**config.mk**
```make
export PLATFORM = sky130hd
export DESIGN_NAME = burst_addr_seq
export DESIGN_NICKNAME = d
export VERILOG_FILES = /design/src/rtl/burst_seq_pkg.sv /design/src/rtl/burst_seq_state.sv /design/src/rtl/burst_lowbit_map.sv /design/src/rtl/burst_addr_seq.sv
export SDC_FILE = /design/constraint.sdc
export NUM_CORES = 1
export LEC_CHECK = 0
export BUFFER_PORTS_ARGS = -buffer_cell sky130_fd_sc_hd__buf_4
export CORE_MARGIN = 4
export CORE_UTILIZATION = 43
export DETAILED_ROUTE_END_ITERATION = 16
export GPL_ROUTABILITY_DRIVEN = 1
export HOLD_SLACK_MARGIN = 0.06
export PLACE_DENSITY = 0.82
export SLEW_MARGIN = 20
export SYNTH_ARGS = -nofsm -noshare
export SYNTH_HDL_FRONTEND = slang
export SYNTH_HIERARCHICAL = 1
export SYNTH_SLANG_ARGS = --single-unit
```
**constraint.sdc**
```tcl
create_clock -name clk -period 0.9 [get_ports clk]
set_input_delay 0 -clock clk [delete_from_list [all_inputs] [get_ports clk]]
set_output_delay 0 -clock clk [all_outputs]
set_load 0.005 [all_outputs]
```
**src/rtl/burst_seq_pkg.sv**
```systemverilog
package burst_seq_pkg;

    localparam int BEAT_W = 2;

    typedef enum logic {
        ORD_LINEAR     = 1'b0,
        ORD_INTERLEAVE = 1'b1
    } order_e;

endpackage

```
**src/rtl/burst_seq_state.sv**
```systemverilog
module burst_seq_state
    import burst_seq_pkg::*;
#(
    parameter int ADDR_W = 17
) (
    input  logic              clk,
    input  logic              rst_n,
    input  logic              acc_ok,
    input  logic              adv_n,
    input  logic [ADDR_W-1:0] addr_in,
    output logic [ADDR_W-1:0] start_q,
    output logic [BEAT_W-1:0] beat_q
);

    typedef struct packed {
        logic [ADDR_W-1:0] start;
        logic [BEAT_W-1:0] beat;
    } seq_state_t;

    seq_state_t st_d, st_q;

    // Next-state: accept outranks advance
    always_comb begin
        st_d = st_q;
        if (acc_ok) begin
            st_d.start = addr_in;
            st_d.beat  = '0;
        end else if (!adv_n) begin
            st_d.beat  = st_q.beat + BEAT_W'(1);
        end
    end

    always_ff @(posedge clk) begin
        if (!rst_n) begin
            st_q <= '0;
        end else begin
            st_q <= st_d;
        end
    end

    assign start_q = st_q.start;
    assign beat_q  = st_q.beat;

endmodule

```
**src/rtl/burst_lowbit_map.sv**
```systemverilog
module burst_lowbit_map
    import burst_seq_pkg::*;
(
    input  logic [BEAT_W-1:0] seed,
    input  logic [BEAT_W-1:0] beat,
    input  logic              order_sel,
    output logic [BEAT_W-1:0] low_out
);

    logic [BEAT_W-1:0] low_ilv;
    logic [BEAT_W-1:0] low_lin;

    assign low_ilv = seed ^ beat;
    assign low_lin = seed + beat;

    always_comb begin
        case (order_e'(order_sel))
            ORD_INTERLEAVE: low_out = low_ilv;
            default:        low_out = low_lin;
        endcase
    end

endmodule

```
**src/rtl/burst_addr_seq.sv**
```systemverilog
module burst_addr_seq
    import burst_seq_pkg::*;
#(
    parameter int ADDR_W = 17
) (
    input  logic              clk,
    input  logic              rst_n,
    input  logic              acc_ok,
    input  logic              adv_n,
    input  logic              order_sel,
    input  logic [ADDR_W-1:0] addr_in,
    output logic [ADDR_W-1:0] addr_out,
    output logic [BEAT_W-1:0] beat_idx
);

    localparam int HI_W = ADDR_W - BEAT_W;

    logic [ADDR_W-1:0] start_q;
    logic [BEAT_W-1:0] beat_q;
    logic [BEAT_W-1:0] low_bits;

    burst_seq_state #(.ADDR_W(ADDR_W)) u_state (
        .clk     (clk),
        .rst_n   (rst_n),
        .acc_ok  (acc_ok),
        .adv_n   (adv_n),
        .addr_in (addr_in),
        .start_q (start_q),
        .beat_q  (beat_q)
    );

    burst_lowbit_map u_map (
        .seed      (start_q[BEAT_W-1:0]),
        .beat      (beat_q),
        .order_sel (order_sel),
        .low_out   (low_bits)
    );

    generate
        if (HI_W > 0) begin : g_hi
            assign addr_out = {start_q[ADDR_W-1:BEAT_W], low_bits};
        end else begin : g_lo_only
            assign addr_out = low_bits[ADDR_W-1:0];
        end
    endgenerate

    assign beat_idx = beat_q;

endmodule

```
Yosys cells after proc, flatten, opt, wreduce, memory -nomap -nowiden --
Index checks and enable logic that the tools add are counted. W data, S select, Z words.
Cells by class: div/mod/pow operators 0, multiplexer cells 1, bitwise gates (word level) 2, add/subtract/negate cells 2, $lt $le $gt $ge 0, multipliers 0, shifts and indexed selects 0, eq/ne operators 0, reduce and logical (&&, ||, !) cells 1
Operator list (number):
- $add A2 B1 Y2 const B | 1
- $add A2 B2 Y2 | 1
- $mux W2 | 1
- $reduce_or A2 Y1 | 1
- $xor A2 B2 Y2 | 1
- $not A1 Y1 | 1
Word-level totals: memories 0, memory bits (read-only) 0, logic and storage cells 8, input bits 22, memory bits (writable) 0, register bits after elaboration 19, bits in latches 0, output and inout port bits 19

Depth between registers and ports, before layout --
word-level depth 2, depth in mapped cells 4, gate-level depth less buffers 3

By module --
Netlist, hierarchy kept.
By module, submodules not included:
- burst_seq_state | area an instance 742.0 µm², sequential area each 380.4 µm², instances 1, cells each 62
- burst_lowbit_map | area an instance 36.3 µm², sequential area each 0.0 µm², instances 1, cells each 4

Worst setup path before layout --
OpenSTA, ideal clock, no wires.
kind reg2reg, start register u_state.st_q (netlist bit u_state/beat_q[0]), end register u_state.st_q (netlist bit u_state/beat_q[1]), clock period less this slack 868 ps, arrival time 753 ps, stages on the path, launching flop included 4, setup slack 32 ps, buffers on the path 0, required time 785 ps, setup time 115 ps, cells stage by stage dfxtp_1 > nor2b_1 > xnor2_1 > nor2_1
Between the ends: longest elaborated chain between the ends 1
Ends and longest elaborated chain:
- from (decl) | RTL line burst_seq_state.sv:20 | seq_state_t st_d, st_q;
- from (signal assigned) | RTL line burst_seq_state.sv:37 | st_q <= st_d;
- $add A2 B1 Y2 | RTL line burst_seq_state.sv:29 | st_d.beat = st_q.beat + BEAT_W'(1);
No other way between the ends. A chain may end at the register's enable or synchronous reset.

Worst setup path in the final report --
start register u_state.st_q (netlist bit u_state/beat_q[0]), end output port addr_out[1]
Between the ends: longest elaborated chain between the ends 2
Ends and longest elaborated chain:
- $add A2 B2 Y2 | RTL line burst_lowbit_map.sv:14 | assign low_lin = seed + beat;
- $mux W2 | RTL line burst_lowbit_map.sv:17 | case (order_e'(order_sel))
- to (decl) | RTL line burst_addr_seq.sv:12 | output logic [ADDR_W-1:0] addr_out,
No other way between the ends.

==> results.cfg <==
[run_status]
outcome = finished with violations
failed_checks = setup timing

[critical_path]
critical_path_top_delay_cell = sky130_fd_sc_hd__dfxtp_4
critPathMaxFanout = 2
worst_setup_path_end_kind = output pin
crit_path_cells = ha_4 -> nor2b_4 -> xnor2_2 -> buf_4
required_time_at_the_worst_slack_endpoint_ps = 900
timing.critical_path.from_type = register
crit_type = reg2out
cpPeakStageDelay_ps = 370
r2r_cells = 4
worst-endpoint-arrival_ps = 1180

[final_layout]
antenna-diode-count = 0
nets = 153
layout-area-overhead-vs-synth_pct = 78.14
layout-drive-gt1-share_pct = 45.74
fillers = 116
finish.cell_count_without_fillers = 154

[placement]
place_inst = 130
dp_worst_setup_slack_ps = 2.967
io_buffer_count = 40
globalplace.congestion = 0.6751
hpwlAfterDp_um = 1230

[floorplan]
core_area_um2 = 1727
fp.dieW_um = 50.54
top_level_ports = 41
die-area_um2 = 2554
initial_core_util_pct = 45.07
placement_rows = 15
die-height_um = 50.54

[sta]
grt_setup_unrepaired = true
final.min_clock_period_ps = 1184
finalMaxSlewViolations = 0
clock.fmax_mhz = 844.7
tightest_slew_ps = 286.3
finalClockSkew_ps = 0.1004
final.setup.tns_ps = -611.0
setup_viol = 5
slew_headroom_pct = 80.91
min_period_over_period_pct = 131.5
finalWorstSetupSlack_ps = -283.8
hold_violations = 0

[synth]
synth-compound-area-share_pct = 0
syn-instance-count = 66
synth.avg_cell_area_um2 = 11.79
synth_simple_gate_area_share_pct = 19.61
largest_family_of_logic_cells_by_synthesized_area = multiplexers
synth.cell_area_um2 = 778.2
synthXorXnorAreaFrac_pct = 3.376
synthesis.nets = 89
fraction_of_synthesized_area_in_multiplexers_pct = 21.86
synthesis.yosys.warnings = 6
post_synth_fa_ha_maj_area_fraction_pct = 1.608
yosys.cell_types.count = 11
seq_area_frac_synth_pct = 48.87
ys_seq_elements = 19

[route]
remaining_drcs = 0
detail_route.first_pass.iterations = 3
route.vias.total = 665
finalWirelength_um = 1888
post_drt_wl_per_cell_um = 12.26
final_ant_viol_nets = 0
avgViaCountPerCell = 4.318
dr.first_iter.drc_count = 2

[grt]
first_global_vias = 709
grt.total_usage_pct = 16.32
grt_first_pass_wirelength_um = 3098
antenna_found_initial = 0
grt_overflow_total = 0
grt_max_degree = 19

[pwr]
leakagePower_nw = 0.6474
vdd_drop_max_v = 0.001201
power_per_cell_area_nw_per_um2 = 1244

[cts]
worst_setup_hold_path_clk_slew_ps = 110
cts_buffers = 3
tritoncts = yes
ctsLongestPathBuffers = 2
root_buffer = sky130_fd_sc_hd__clkbuf_4
htree_levels = 1
cts_sinks = 19
clk-insertion-delay-late_ps = 300

[hold_path]
hold_path.class = in2reg
hold-path-cell-count = 3

[job]
maxCapViolations = 0
[worst max-delay path, delay by kind of cell, from the launching register on]
family,cells,cell delay [ps]
XOR/XNOR,1,120
adder cells (fa/ha/maj),1,140
buffers and inverters,1,140
flip-flops,1,370
AND/OR/NAND/NOR,1,120
[state kept, by name, indices dropped and copies added (netlist names)]
signal	cells
u_state/start_q	17
u_state/beat_q	2
[synthesized netlist by cell type, drive strengths merged]
cell,n,area [um^2]
nor2b,20,125.1
dfxtp,19,380.4
mux2i,17,170.2
buf,3,36.28
xnor2,3,26.28
ha,1,12.51
nand2b,1,13.76
nor2,1,3.750
nor3,1,10.01
[power breakdown]
part	switching, mW	internal (mW)
registers	0.0290	0.888
logic	0.126	0.261
clock network	0.256	0.165
total	0.411	1.31
[metrics by stage]
stage | instance area [um^2] | total power, mW | hold slack (ps) | utilization [%]
2_1_floorplan | 778.2 | 1.067 | 128.2 | -
3_3_place_gp | 1089 | 1.217 | 254.5 | 63.04
3_5_place_dp | 1089 | 1.226 | 266.7 | 63.04
4_1_cts | 1356 | 1.740 | 162.7 | 78.55
5_1_grt | 1386 | 1.826 | 179.7 | 80.29
6_report | 1386 | 1.725 | 168.0 | 80.29
[final timing paths]
check,endpoint,slack [ps],from
max,addr_out[1],-280,u_state/beat_q[0]
min,u_state/start_q[0],170,acc_ok
max reg2reg,u_state/beat_q[0],-80,u_state/beat_q[0]
min reg2reg,u_state/start_q[13],520,u_state/start_q[13]
[cells in the final DEF, fill, tap and decap left out, drive strengths merged]
cell	n
buf	43
clkbuf	3
clkinv	1
dfxtp	19
dlygate4sd3	19
ha	1
mux2i	17
nand2b	1
nor2	1
nor2b	20
nor3	1
xnor2	3
[per-layer routing]
layer / up-vias / wire length (um) / track usage (%)
met2: 27 / 974 / 29.35
met1: 295 / 763 / 17.50
met4: 0 / 34 / 8.072
met3: 4 / 115 / 4.154
met5: - / 0 / 0
li1: 339 / - / -
[timing repair]
item                                    in CTS  in global routing
hold buffers                                19                  0
endpoints found under the setup margin       5                  6
gates resized for setup                     11                  6
gates cloned                                 0                  0
setup buffers                                1                  1
endpoints found under the hold margin       19                  0
pin swaps                                    2                  2
[final cells by class]
type / count / area (um^2) / area share [%]
clock buffers: 3 / 22.52 / 1.625
multi-input cells: 44 / 420.4 / 30.32
well taps: 25 / 31.28 / 2.256
clock inverters: 1 / 5.005 / 0.3610
flip-flops and latches: 19 / 386.6 / 27.89
repair buffers: 62 / 520.5 / 37.55
[cell families after synthesis]
| family | Yosys count |
|---|---|
| AND/OR/NAND/NOR | 23 |
| flip-flops | 19 |
| multiplexers | 17 |
| XOR/XNOR | 3 |
| buffers and inverters | 3 |
| adder cells (fa/ha/maj) | 1 |
No activity file was read; power rests on OpenSTA's default activity.
